--- config.mk ---
export PLATFORM = sky130hd
export DESIGN_NAME = utlb_top
export DESIGN_NICKNAME = d
export VERILOG_FILES = /design/src/rtl/utlb_pkg.sv /design/src/rtl/utlb_match.sv /design/src/rtl/utlb_store.sv /design/src/rtl/utlb_victim.sv /design/src/rtl/utlb_top.sv
export SDC_FILE = /design/constraint.sdc
export NUM_CORES = 1
export LEC_CHECK = 0
export BUFFER_PORTS_ARGS = -buffer_cell sky130_fd_sc_hd__buf_2
export CAP_MARGIN = 20
export CORE_ASPECT_RATIO = 1.2
export CORE_MARGIN = 5
export CORE_UTILIZATION = 30
export CTS_BUF_LIST = sky130_fd_sc_hd__clkbuf_16
export DETAILED_ROUTE_END_ITERATION = 16
export PLACE_DENSITY = 0.49
export SLEW_MARGIN = 5
export SYNTH_ARGS = -nofsm -noshare
export SYNTH_HDL_FRONTEND = slang
export SYNTH_SLANG_ARGS = --single-unit
--- constraint.sdc ---
create_clock -name clk -period 5.2 [get_ports clk]
set_input_delay 0.26 -clock clk [delete_from_list [all_inputs] [get_ports clk]]
set_output_delay 0.26 -clock clk [all_outputs]
set_load 0.005 [all_outputs]
--- src/rtl/utlb_pkg.sv ---
package utlb_pkg;

  typedef enum logic {
    VICT_ROTATE = 1'b0,
    VICT_TREE   = 1'b1
  } vict_pol_e;

  function automatic vict_pol_e pol_from_pin(input logic pin);
    return pin ? VICT_TREE : VICT_ROTATE;
  endfunction

endpackage

--- src/rtl/utlb_match.sv ---
module utlb_match #(
  parameter int unsigned N     = 8,
  parameter int unsigned CTX_W = 8,
  parameter int unsigned VPN_W = 20
) (
  input  logic [N-1:0]            ent_vld,
  input  logic [N-1:0][CTX_W-1:0] ent_ctx,
  input  logic [N-1:0][VPN_W-1:0] ent_vpn,
  input  logic [CTX_W-1:0]        key_ctx,
  input  logic [VPN_W-1:0]        key_vpn,
  output logic [N-1:0]            match_vec
);

  // one comparator per entry, all in parallel
  for (genvar g = 0; g < N; g++) begin : g_cmp
    assign match_vec[g] = ent_vld[g]
                        && (ent_ctx[g] == key_ctx)
                        && (ent_vpn[g] == key_vpn);
  end

endmodule

--- src/rtl/utlb_store.sv ---
module utlb_store #(
  parameter int unsigned N      = 8,
  parameter int unsigned CTX_W  = 8,
  parameter int unsigned VPN_W  = 20,
  parameter int unsigned PPN_W  = 24,
  parameter int unsigned ATTR_W = 4,
  parameter int unsigned CFG_W  = 8,
  localparam int unsigned IDX_W = $clog2(N)
) (
  input  logic                     clk,
  input  logic                     rst_n,
  input  logic                     inv_all,
  input  logic                     inv_ctx_en,
  input  logic [CTX_W-1:0]         inv_ctx,
  input  logic                     wr_en,
  input  logic [IDX_W-1:0]         wr_idx,
  input  logic [CTX_W-1:0]         wr_ctx,
  input  logic [VPN_W-1:0]         wr_vpn,
  input  logic [PPN_W-1:0]         wr_ppn,
  input  logic [ATTR_W-1:0]        wr_attr,
  input  logic [CFG_W-1:0]         wr_cfg,
  output logic [N-1:0]             ent_vld,
  output logic [N-1:0][CTX_W-1:0]  ent_ctx,
  output logic [N-1:0][VPN_W-1:0]  ent_vpn,
  output logic [N-1:0][PPN_W-1:0]  ent_ppn,
  output logic [N-1:0][ATTR_W-1:0] ent_attr,
  output logic [N-1:0][CFG_W-1:0]  ent_cfg
);

  logic [N-1:0] vld_q;

  // valid bits: invalidation wins over a write (the write is blocked upstream anyway)
  always_ff @(posedge clk or negedge rst_n) begin
    if (!rst_n) begin
      vld_q <= '0;
    end else begin
      for (int i = 0; i < N; i++) begin
        if (inv_all) begin
          vld_q[i] <= 1'b0;
        end else if (inv_ctx_en && (ent_ctx[i] == inv_ctx)) begin
          vld_q[i] <= 1'b0;
        end else if (wr_en && (wr_idx == IDX_W'(i))) begin
          vld_q[i] <= 1'b1;
        end
      end
    end
  end

  // payload needs no reset: it is qualified by the valid bit
  always_ff @(posedge clk) begin
    if (wr_en) begin
      ent_ctx[wr_idx]  <= wr_ctx;
      ent_vpn[wr_idx]  <= wr_vpn;
      ent_ppn[wr_idx]  <= wr_ppn;
      ent_attr[wr_idx] <= wr_attr;
      ent_cfg[wr_idx]  <= wr_cfg;
    end
  end

  assign ent_vld = vld_q;

endmodule

--- src/rtl/utlb_victim.sv ---
module utlb_victim #(
  parameter int unsigned N = 8,
  localparam int unsigned IDX_W = $clog2(N),
  localparam int unsigned NW    = IDX_W + 1
) (
  input  logic             clk,
  input  logic             rst_n,
  input  logic             use_tree,
  input  logic [N-1:0]     ent_vld,
  input  logic [N-1:0]     dup_vec,
  input  logic [N-1:0]     hit_vec,
  input  logic             hit_fire,
  input  logic             fill_fire,
  output logic [IDX_W-1:0] wr_idx,
  output logic             repl_evt,
  output logic [IDX_W-1:0] rr_ptr,
  output logic [N-2:0]     tree_bits
);

  logic [IDX_W-1:0] rr_q;
  logic [N-2:0]     tree_q, tree_d;
  logic [IDX_W-1:0] hit_idx, dup_idx, free_idx, pick_idx;
  logic             has_free, has_dup;

  function automatic logic [IDX_W-1:0] oh_to_idx(input logic [N-1:0] oh);
    logic [IDX_W-1:0] r;
    r = '0;
    for (int i = 0; i < N; i++) begin
      if (oh[i]) r = r | IDX_W'(i);
    end
    return r;
  endfunction

  function automatic logic [IDX_W-1:0] lowest_free(input logic [N-1:0] v);
    logic [IDX_W-1:0] r;
    r = '0;
    for (int i = N - 1; i >= 0; i--) begin
      if (!v[i]) r = IDX_W'(i);
    end
    return r;
  endfunction

  // walk from the root following the stored direction bits
  function automatic logic [IDX_W-1:0] tree_pick(input logic [N-2:0] t);
    logic [NW-1:0] n;
    n = '0;
    for (int l = 0; l < IDX_W; l++) begin
      n = {n[IDX_W-1:0], 1'b1} + {{IDX_W{1'b0}}, t[n[IDX_W-1:0]]};
    end
    return IDX_W'(n - NW'(N - 1));
  endfunction

  // point every node on the path of idx away from it
  function automatic logic [N-2:0] tree_touch(input logic [N-2:0] t,
                                              input logic [IDX_W-1:0] idx);
    logic [NW-1:0] n;
    logic          b;
    logic [N-2:0]  r;
    r = t;
    n = '0;
    for (int l = 0; l < IDX_W; l++) begin
      b = idx[IDX_W-1-l];
      r[n[IDX_W-1:0]] = ~b;
      n = {n[IDX_W-1:0], 1'b1} + {{IDX_W{1'b0}}, b};
    end
    return r;
  endfunction

  assign has_dup  = |dup_vec;
  assign has_free = ~&ent_vld;
  assign hit_idx  = oh_to_idx(hit_vec);
  assign dup_idx  = oh_to_idx(dup_vec);
  assign free_idx = lowest_free(ent_vld);
  assign pick_idx = use_tree ? tree_pick(tree_q) : rr_q;

  always_comb begin
    if (has_dup)       wr_idx = dup_idx;
    else if (has_free) wr_idx = free_idx;
    else               wr_idx = pick_idx;
  end

  assign repl_evt = fill_fire && !has_dup && !has_free;

  always_comb begin
    tree_d = tree_q;
    if (hit_fire)  tree_d = tree_touch(tree_d, hit_idx);
    if (fill_fire) tree_d = tree_touch(tree_d, wr_idx);
  end

  always_ff @(posedge clk or negedge rst_n) begin
    if (!rst_n) begin
      rr_q   <= '0;
      tree_q <= '0;
    end else begin
      tree_q <= tree_d;
      if (repl_evt) rr_q <= rr_q + IDX_W'(1);
    end
  end

  assign rr_ptr    = rr_q;
  assign tree_bits = tree_q;

endmodule

--- src/rtl/utlb_top.sv ---
module utlb_top
  import utlb_pkg::*;
#(
  parameter int unsigned N_ENT  = 8,
  parameter int unsigned CTX_W  = 8,
  parameter int unsigned VPN_W  = 20,
  parameter int unsigned PPN_W  = 24,
  parameter int unsigned ATTR_W = 4,
  parameter int unsigned CFG_W  = 8,
  localparam int unsigned IDX_W = $clog2(N_ENT)
) (
  input  logic              clk,
  input  logic              rst_n,
  input  logic              cfg_use_plru,
  input  logic              req_valid,
  output logic              req_ready,
  input  logic [CTX_W-1:0]  req_ctx,
  input  logic [VPN_W-1:0]  req_vpn,
  output logic              lk_hit,
  output logic [PPN_W-1:0]  lk_ppn,
  output logic [ATTR_W-1:0] lk_attr,
  output logic [CFG_W-1:0]  lk_cfg,
  output logic              miss_valid,
  input  logic              miss_ready,
  output logic [CTX_W-1:0]  miss_ctx,
  output logic [VPN_W-1:0]  miss_vpn,
  input  logic              fill_valid,
  output logic              fill_ready,
  input  logic [CTX_W-1:0]  fill_ctx,
  input  logic [VPN_W-1:0]  fill_vpn,
  input  logic [PPN_W-1:0]  fill_ppn,
  input  logic [ATTR_W-1:0] fill_attr,
  input  logic [CFG_W-1:0]  fill_cfg,
  input  logic              inv_all,
  input  logic              inv_ctx_en,
  input  logic [CTX_W-1:0]  inv_ctx
);

  // named internal events, also used by the bound checker
  logic [N_ENT-1:0]             valid_vec;
  logic [N_ENT-1:0]             hit_vec;
  logic [N_ENT-1:0]             dup_vec;
  logic [N_ENT-1:0][CTX_W-1:0]  e_ctx;
  logic [N_ENT-1:0][VPN_W-1:0]  e_vpn;
  logic [N_ENT-1:0][PPN_W-1:0]  e_ppn;
  logic [N_ENT-1:0][ATTR_W-1:0] e_attr;
  logic [N_ENT-1:0][CFG_W-1:0]  e_cfg;
  logic                         hit_any, hit_fire, fill_fire, repl_evt;
  logic [IDX_W-1:0]             wr_idx, rr_ptr;
  logic [N_ENT-2:0]             tree_bits;
  vict_pol_e                    pol;

  assign pol = pol_from_pin(cfg_use_plru);

  utlb_match #(.N(N_ENT), .CTX_W(CTX_W), .VPN_W(VPN_W)) u_lk_match (
    .ent_vld(valid_vec), .ent_ctx(e_ctx), .ent_vpn(e_vpn),
    .key_ctx(req_ctx), .key_vpn(req_vpn), .match_vec(hit_vec)
  );

  utlb_match #(.N(N_ENT), .CTX_W(CTX_W), .VPN_W(VPN_W)) u_fill_match (
    .ent_vld(valid_vec), .ent_ctx(e_ctx), .ent_vpn(e_vpn),
    .key_ctx(fill_ctx), .key_vpn(fill_vpn), .match_vec(dup_vec)
  );

  assign hit_any    = |hit_vec;
  assign lk_hit     = req_valid && hit_any;
  assign hit_fire   = lk_hit;
  assign miss_valid = req_valid && !hit_any;
  assign req_ready  = hit_any || miss_ready;
  assign miss_ctx   = req_ctx;
  assign miss_vpn   = req_vpn;

  // one-hot AND-OR read mux, zero on miss
  always_comb begin
    lk_ppn  = '0;
    lk_attr = '0;
    lk_cfg  = '0;
    for (int i = 0; i < N_ENT; i++) begin
      if (hit_vec[i]) begin
        lk_ppn  = lk_ppn  | e_ppn[i];
        lk_attr = lk_attr | e_attr[i];
        lk_cfg  = lk_cfg  | e_cfg[i];
      end
    end
  end

  assign fill_ready = !(inv_all || inv_ctx_en);
  assign fill_fire  = fill_valid && fill_ready;

  utlb_victim #(.N(N_ENT)) u_victim (
    .clk(clk), .rst_n(rst_n), .use_tree(pol == VICT_TREE),
    .ent_vld(valid_vec), .dup_vec(dup_vec), .hit_vec(hit_vec),
    .hit_fire(hit_fire), .fill_fire(fill_fire),
    .wr_idx(wr_idx), .repl_evt(repl_evt), .rr_ptr(rr_ptr),
    .tree_bits(tree_bits)
  );

  utlb_store #(
    .N(N_ENT), .CTX_W(CTX_W), .VPN_W(VPN_W), .PPN_W(PPN_W),
    .ATTR_W(ATTR_W), .CFG_W(CFG_W)
  ) u_store (
    .clk(clk), .rst_n(rst_n),
    .inv_all(inv_all), .inv_ctx_en(inv_ctx_en), .inv_ctx(inv_ctx),
    .wr_en(fill_fire), .wr_idx(wr_idx),
    .wr_ctx(fill_ctx), .wr_vpn(fill_vpn), .wr_ppn(fill_ppn),
    .wr_attr(fill_attr), .wr_cfg(fill_cfg),
    .ent_vld(valid_vec), .ent_ctx(e_ctx), .ent_vpn(e_vpn),
    .ent_ppn(e_ppn), .ent_attr(e_attr), .ent_cfg(e_cfg)
  );

endmodule

Yosys cells after proc, flatten, opt, wreduce, memory -nomap -nowiden:

Cells that the tools add are included.

* muxes and demuxes: 105
* $lt $le $gt $ge: 12
* reduce and logical (&&, ||, !) cells: 76
* equal/unequal tests: 47
* add/sub/neg operators: 9
* bitwise gates (word level): 27

Operator list (count)
* $eq 20x20->1: 16
* $mux 24: 9
* $bwmux 192: 1
* $eq 8x8->1: 24
* $or 24x24->24: 7
* $bwmux 160: 1
* $bwmux 64: 2
* $demux 24 s3: 1
* $mux 8: 9
* $demux 20 s3: 1
* $logic_and 1x1->1: 58
* $mux 3: 19
* $or 8x8->8: 7
* $mux 4: 9
* $mux 1: 33
* $bwmux 32: 1
* $bwmux 7: 4
* $lt 3x4->1 const B: 7
* $or 4x4->4: 7
* $demux 8 s3: 1
* $reduce_bool 3->1: 8
* $mux 20: 1
* $reduce_or 8->1: 2
* $ge 3x1->1 const B: 5
* other kinds (18): 43

* output and inout bits: 68
* register bits after elaboration: 530
* logic and storage cells: 327

Longest topological paths before layout:

Gate-level depths: netlist of run 1.

* word-level depth: 21
* gate-level depth with buffers: 13

Modules after synthesis:

Synthesis of run 1 repeated with hierarchy kept, for this count alone.

* cells, all modules: 1667
* area total of the unflattened synthesis: 24562.3 um^2

By module, submodules not included
* utlb_store: area an instance 16560.9 um^2, seq. area each 15574.9 um^2, instances 1, cells each 639
* utlb_match: area an instance 2602.5 um^2, seq. area each 0.0 um^2, instances 2, cells each 332
* utlb_top: area an instance 1770.4 um^2, seq. area each 0.0 um^2, instances 1, cells each 247
* utlb_victim: area an instance 1026.0 um^2, seq. area each 250.2 um^2, instances 1, cells each 117

Least setup slack after synthesis of run 1:

No wires, ideal clock.

* kind: flip-flop to flip-flop
* start: reg, netlist name u_store.ent_ctx[14]
* end: reg u_store.ent_attr[4] (netlist bit) (enable)
* data required time: 4.706 ns
* slack: -0.121 ns
* stages on the path, launching flop included: 11
* period minus slack after synthesis: 5.321 ns
* library setup time: 0.494 ns
* arrival: 4.827 ns
* path buffers: 0
* cell sequence: edfxtp_1 > xnor2_1 > nand4_1 > nor4_1 > a22oi_1 > nand3_1 > nand3_2 > inv_2 > ha_1 > nand2_1 > nor2b_1

RTL lines
* to (signal, indexed assignment): line utlb_store.sv:55 `ent_attr[wr_idx] <= wr_attr;`
* to (decl): line utlb_store.sv:26 `output logic [N-1:0][ATTR_W-1:0] ent_attr,`

Worst setup path in the final report of run 1:

* start: reg u_store.ent_ctx[40] (netlist bit)
* end: out lk_ppn[9]

* word-level cells in the longest chain between the ends: 8

RTL lines
* from (decl): line utlb_store.sv:23 `output logic [N-1:0][CTX_W-1:0] ent_ctx,`
* from (signal, indexed assignment): line utlb_store.sv:52 `ent_ctx[wr_idx] <= wr_ctx;`
* $eq 8x8->1 *: line utlb_match.sv:17 `&& (ent_ctx[g] == key_ctx)`
* $logic_and 1x1->1 *: line utlb_match.sv:17
* $logic_and 1x1->1 *: line utlb_match.sv:18 `&& (ent_vpn[g] == key_vpn);`
* $mux 24 *: line utlb_top.sv:79 `if (hit_vec[i]) begin`
* $or 24x24->24: line utlb_top.sv:80 `lk_ppn = lk_ppn | e_ppn[i];`
* $mux 24 *: line utlb_top.sv:79
* $or 24x24->24: line utlb_top.sv:80
* $mux 24 *: line utlb_top.sv:79
* to (decl): line utlb_top.sv:20 `output logic [PPN_W-1:0] lk_ppn,`

Every way passes the cells marked *; elsewhere a longest branch is shown, timed or not.

==> flow_metrics.tcl, run 1 <==
set metrics [dict create \
    syn_nets 1805 \
    rsz0062_at_grt "false" \
    cts_sinks 530 \
    first_pass_iters 5 \
    ff2ff_path_depth 11 \
    postCtsSetupRepairBufs 0 \
    finalSetupViolations 0 \
    dieWidth_microns 272.1 \
    postCtsResizedCells 0 \
    grt_use_total_pct 20.20 \
    synth_area_sq_um 24730 \
    drt-initial-drc-count 1453 \
    status "complete, no violations" \
    synth-xor-area-share_pct 18.13 \
    wl_per_cell_microns 30.94 \
    syn_area_per_cell_sq_um 14.69 \
    final_max_slew_viol_count 0 \
    regArea_sq_um 15830 \
    async_reset_ff_share_pct 3.396 \
    max_freq_mhz 234.8 \
    vias 15436 \
    final_cell_area_sq_um 28960 \
    final_common_cell "edfxtp_1" \
    ctsHoldBuffers 38 \
    cts_tree "yes" \
    mostFrequentLayoutCells "edfxtp_1 (512), xnor2_1 (326), xor2_1 (184)" \
    synth_seq_cells 530 \
    htree_levels 2 \
    numCtsBuffers 59 \
    grt_max_degree 65 \
    yosysWarnings 0 \
    core_sq_um 81870 \
    yosysTopAreaCell "edfxtp_1" \
    critPathArrivalTime_ns 4.00 \
    grt_pass1_vias 15732 \
    synthTopCellsByArea "edfxtp_1 (62%), xnor2_1 (12%), xor2_1 (6.5%)" \
    initial_utilization_pct 30.21 \
    final_layout_size_suffix_gt1_share_pct 17.82 \
    ys_types 59 \
    dpl_cell_area_sq_um 26670 \
    vias_per_cell 5.197 \
    yosys.area_share.simple_pct 6.921 \
    synthAdderAreaFrac_pct 0.6577 \
    multi_input_area_sq_um 8144 \
    synthMuxAreaShare_pct 0.4148 \
    r2r_slack_ns 1.02 \
    cap_violations 0 \
    routed_wl_mm 91.90 \
    overflow 0 \
    required_ns 4.94 \
    tightestPinTransition_ns 0.9796 \
    grt_first_pass_wirelength_mm 127.8 \
    ys.flop_type "edfxtp_1" \
    rr_startpoint "u_store.ent_ctx[14]" \
    die_area_sq_um 88310 \
    layout.nets 1988 \
    cp-endpoint "lk_ppn[9]" \
    routabilityCongestion 0.9744 \
    setup_tns_ns 0 \
    synth_edf_count 512 \
    drtAntennaViolNets 0 \
    synth-compound-area-share_pct 6.339 \
    clkTransAtPathRegs_ns 0.06 \
    criticalPathCategory "reg -> out" \
    post-route-period-util_pct 81.91 \
    syn_inst 1684 \
    hold_viol 0 \
    fillCellCount 7856 \
    power_leakage_nw 9.447 \
    powerDensity_nw_per_um2 325.9 \
    cts_root_buf "clkbuf_16" \
    critPathLaunchType "flip-flop" \
    insertion_delay_ns 0.62 \
    holdPathStages 2 \
    rr_endpoint "u_store.ent_ppn[32]" \
    slew_headroom_pct 34.09 \
    end_kind "output port" \
    cts.path.max_buffers 3 \
    die_h_microns 324.5 \
    yosysSeqAreaShare_pct 63.99 \
    synth_top_family_by_area "XOR/XNOR gates" \
    period_needed_ns 4.259 \
    ir_drop_mv 0.3012 \
    path_max_fanout 37 \
    grt_antenna_before_repair 5 \
    port_buffers 175 \
    rows 115 \
    fin_skew_ns 0.02343 \
    synth_top_area_share_pct 62.16 \
    hold_class "in -> reg" \
    crit_start "u_store.ent_ctx[40]" \
    dp_hpwl_mm 64.41 \
    synthToLayoutAreaGrowth_pct 17.08 \
    pin_count 176 \
    drc 0 \
]
## worst max-delay path: stages (launching register included)
cell	delay, ns
edfxtp_1	0.50
xor2_1	0.24
nor4_1	0.85
nand4_1	0.29
nor4_4	0.61
buf_12	0.29
a22o_1	0.19
a221oi_1	0.05
nand3_1	0.12
buf_2	0.16
## power breakdown
| group | internal, mW | switching [mW] | leakage [nW] |
|---|---|---|---|
| sequential | 4.70 | 0.0147 | 4.84 |
| clock | 2.40 | 1.72 | 0.965 |
| combinational | 0.191 | 0.408 | 3.64 |
| total | 7.29 | 2.15 | 9.45 |
## cells in the mapped netlist (4+ instances only)
library cell,count
nor2b_1,9
ha_1,13
buf_4,41
buf_6,16
mux2i_1,8
a221oi_1,36
a31oi_1,7
nand4_1,81
xor2_1,184
edfxtp_1,512
clkbuf_1,21
buf_1,7
dfrtp_1,18
a311oi_1,5
nand3_1,57
o21ai_1,5
a22o_1,38
nor4_2,11
nor3_1,11
a41oi_1,4
buf_2,44
inv_1,12
nand2_1,29
xnor2_1,326
nor4_1,58
a22oi_1,74
o21ai_0,6
nor2_1,9
## logic make-up after synthesis
kind of cell | count (synthesis)
AND/OR/NAND/NOR | 280
XOR/XNOR | 511
adder cells (fa/ha/maj) | 13
flip-flops | 530
buffers and inverters | 145
AO/OA/AOI/OAI | 195
multiplexers | 10
## through the flow
step / power, mW / hold WS [ns] / worst slack [ns] / utilization, % / cells
after floorplan: 5.120 / -0.03559 / 0.04919 / - / 1684
after global placement: 5.385 / 0.2397 / 0.9358 / 32.57 / 2820
after detailed placement: 5.380 / 0.2518 / 0.9108 / 32.58 / 2821
after CTS: 9.517 / 0.02889 / 0.9194 / 35.36 / 2967
after global routing: 9.738 / 0.06219 / 0.8542 / 35.36 / 2968
final: 9.438 / 0.06296 / 0.9407 / 35.37 / 2970
## worst min-delay path by stage
| stage | from | to | slack, ns |
|---|---|---|---|
| 2_1_floorplan | rst_n | u_store.ent_vld[0] | -0.04 |
| 3_3_place_gp | rst_n | u_store.ent_vld[7] | 0.24 |
| 3_5_place_dp | rst_n | u_store.ent_vld[7] | 0.25 |
| 4_1_cts | inv_ctx_en | u_store.ent_vld[5] | 0.03 |
| 5_1_grt | inv_ctx_en | u_store.ent_vld[7] | 0.06 |
| 6_report | inv_ctx_en | u_store.ent_vld[5] | 0.06 |
## registers in the layout, summed over array words and instances, names as in the netlist
register / cells
u_store.ent_vpn: 160
u_store.ent_ppn: 192
u_victim.tree_bits: 7
u_store.ent_attr: 32
u_victim.rr_ptr: 3
u_store.ent_cfg: 64
u_store.ent_ctx: 64
u_store.ent_vld: 8
## routing by layer
metal / GRT usage [%] / up-vias / share of wire [%]
met5: 0 / - / 0.014
met4: 7.651 / 2 / 4.6
met3: 3.403 / 149 / 5.7
met2: 33.93 / 579 / 48
met1: 26.27 / 8006 / 42
li1: - / 6700 / -
## layout make-up
cell class,count,area share (%)
clock inverter,49,1.447
sequential,530,54.65
inverter,16,0.2290
multi-input combinational,1009,28.12
tap,1053,4.550
clock buffer,59,5.099
antenna,3,0.02592
timing repair buffer,251,5.876
Note: power is estimated with default switching activity, not from simulation.
==> inputs of run 2 (changes only) <==
--- a/config.mk
+++ b/config.mk
@@ -12,7 +12,7 @@
 export CORE_UTILIZATION = 30
 export CTS_BUF_LIST = sky130_fd_sc_hd__clkbuf_16
 export DETAILED_ROUTE_END_ITERATION = 16
-export PLACE_DENSITY = 0.49
+export PLACE_DENSITY = 0.47
 export SLEW_MARGIN = 5
 export SYNTH_ARGS = -nofsm -noshare
 export SYNTH_HDL_FRONTEND = slang
==> constraint.sdc (replaced) <==
create_clock -name clk -period 4.11 [get_ports clk]
set_input_delay 0.2055 -clock clk [delete_from_list [all_inputs] [get_ports clk]]
set_output_delay 0.2055 -clock clk [all_outputs]
set_load 0.005 [all_outputs]
==> run 2 against run 1 <==
Critical path depth up 1. Register-to-register slack lost 0.65 ns. Via count grew 1.4%. Sequential power up 26%. Cell area grew 4.0%. Sequential share of layout area shrank 2.1 points. Non-clock buffer count is 108 higher. Power grew 25%.
==> flow_metrics.tcl, run 2 (same netlist as run 1, synthesis figures left out) <==
set metrics [dict create \
    drt-initial-drc-count 1266 \
    die_h_microns 324.5 \
    slew_headroom_pct 44.62 \
    required_ns 3.90 \
    critPathLaunchType "flip-flop" \
    hold_class "in -> reg" \
    setup_tns_ns 0 \
    first_pass_iters 5 \
    period_needed_ns 4.003 \
    ff2ff_path_depth 10 \
    grt_first_pass_wirelength_mm 129.8 \
    final_layout_size_suffix_gt1_share_pct 22.01 \
    combPwrFrac_pct 6.9 \
    grt_antenna_before_repair 4 \
    tightestPinTransition_ns 0.8244 \
    htree_levels 2 \
    dr_wl_met3_mm 4.994 \
    rr_startpoint "u_store.ent_vpn[140]" \
    layout.nets 2096 \
    grt_max_degree 41 \
    switching_share_pct 23.55 \
    drtAntennaViolNets 0 \
    holdPathStages 1 \
    insertion_delay_ns 0.64 \
    critPathArrivalTime_ns 3.80 \
    cts_sinks 530 \
    max_freq_mhz 249.8 \
    regMostFlops "u_store.ent_ppn" \
    initial_utilization_pct 30.21 \
    fin_skew_ns 0.03937 \
    path_max_fanout 37 \
    overflow 0 \
    cp-endpoint "lk_ppn[16]" \
    ir_drop_mv 0.3416 \
    reg_top3 "u_store.ent_ppn x192, u_store.ent_vpn x160" \
    post-route-period-util_pct 97.39 \
    seqPwrFrac_pct 50.4 \
    cts_tree "yes" \
    highest_layer "met5" \
    synthToLayoutAreaGrowth_pct 21.73 \
    rsz0062_at_grt "false" \
    numCtsBuffers 59 \
    multi_input_area_sq_um 8184 \
    dieWidth_microns 272.1 \
    dp_hpwl_mm 67.98 \
    fillCellCount 7791 \
    routabilityCongestion 0.9666 \
    vias 15655 \
    mostFrequentLayoutCells "edfxtp_1 (512), xnor2_1 (326), xor2_1 (184)" \
    routed_wl_mm 93.05 \
    wl_met1_mm 38.14 \
    wl_per_cell_microns 30.19 \
    die_area_sq_um 88310 \
    worst_slack_ns 0.1071 \
    clkPwrFrac_pct 42.7 \
    grt_pass1_vias 16359 \
    final_common_cell "edfxtp_1" \
    pin_count 176 \
    finalSetupViolations 0 \
    power_leakage_nw 10.06 \
    clkTransAtPathRegs_ns 0.07 \
    cap_violations 0 \
    hold_viol 0 \
    place_ws_ns 0.4391 \
    dr_wl_met2_mm 46.50 \
    crit_start "u_store.ent_ctx[58]" \
    cts.path.max_buffers 3 \
    vias_per_cell 5.079 \
    layout.cells.non_filler 3082 \
    drc 0 \
    powerDensity_nw_per_um2 393.2 \
    criticalPathCategory "reg -> out" \
    largest_reg_flops 192 \
    power_switching_mw 2.788 \
    cts_root_buf "clkbuf_16" \
    rr_endpoint "u_store.ent_ppn[152]" \
    final_max_slew_viol_count 0 \
    regArea_sq_um 15830 \
    grt_use_total_pct 20.53 \
    port_buffers 175 \
    dp.cells 2921 \
    r2r_slack_ns 0.37 \
    end_kind "output port" \
    core_sq_um 81870 \
    rows 115 \
    internal_power_mw 9.050 \
    status "complete, no violations" \
]
==> run 2: worst min-delay path by stage <==
stage	end	from
6_report	u_store.ent_ctx[49]	fill_ctx[1]
3_3_place_gp	u_victim.rr_ptr[0]	rst_n
3_5_place_dp	u_victim.rr_ptr[1]	rst_n
5_1_grt	u_store.ent_ctx[33]	fill_ctx[1]
2_1_floorplan	u_store.ent_vld[0]	rst_n
4_1_cts	u_store.ent_ctx[58]	fill_ctx[2]
==> run 2: what timing repair did <==
action / CTS / global route
hold endpoints to repair: 328 / 1
hold buffers: 45 / 1
resized for setup: 3 / 4
buffers inserted: 0 / 0
setup endpoints to repair: 34 / 31
==> run 2: critical path: stages (launching register included) <==
cell and delay (ns):
edfxtp_1 0.49, xor2_1 0.21, nor4_2 0.65, nand4_1 0.26, nor4_4 0.23, buf_4 0.18, buf_4 0.49, a22o_1 0.26
a221oi_1 0.05, nand3_1 0.16, buf_2 0.14
==> run 2: power groups by stage <==
stage / clock network, mW / logic [mW] / registers [mW]
final: 5.06 / 0.815 / 5.97
after global routing: 5.40 / 0.851 / 5.96
after CTS: 5.18 / 0.812 / 5.97
after detailed placement: 0 / 0.771 / 6.08
after global placement: 0 / 0.777 / 6.08
after floorplan: 0 / 0.398 / 6.08
==> run 2: final cells by class <==
cell class / instances / area share (%)
sequential: 530 / 52.56
multi-input combinational: 1009 / 27.18
timing repair buffer: 359 / 9.463
clock buffer: 59 / 4.904
tap: 1053 / 4.376
clock inverter: 53 / 1.263
inverter: 16 / 0.2203
antenna: 3 / 0.02494
==> run 2: through the flow <==
| stage | total power [mW] | hold WS [ns] | utilization (%) | area, sq um |
|---|---|---|---|---|
| final | 11.84 | 0.03837 | 36.77 | 30110 |
| after global routing | 12.22 | 0.007667 | 36.77 | 30100 |
| after CTS | 11.95 | 0.0007534 | 36.72 | 30060 |
| after detailed placement | 6.852 | 0.1939 | 33.88 | 27740 |
| after global placement | 6.856 | 0.1914 | 33.87 | 27730 |
| after floorplan | 6.477 | -0.09009 | - | 24750 |
==> run 2: metal layers <==
layer  vias to the layer above  global-route usage [%]
met5                         -                       0
met4                         2                   6.703
met3                       128                   3.255
met2                       534                   35.66
met1                      8060                   26.25
li1                       6931                       -
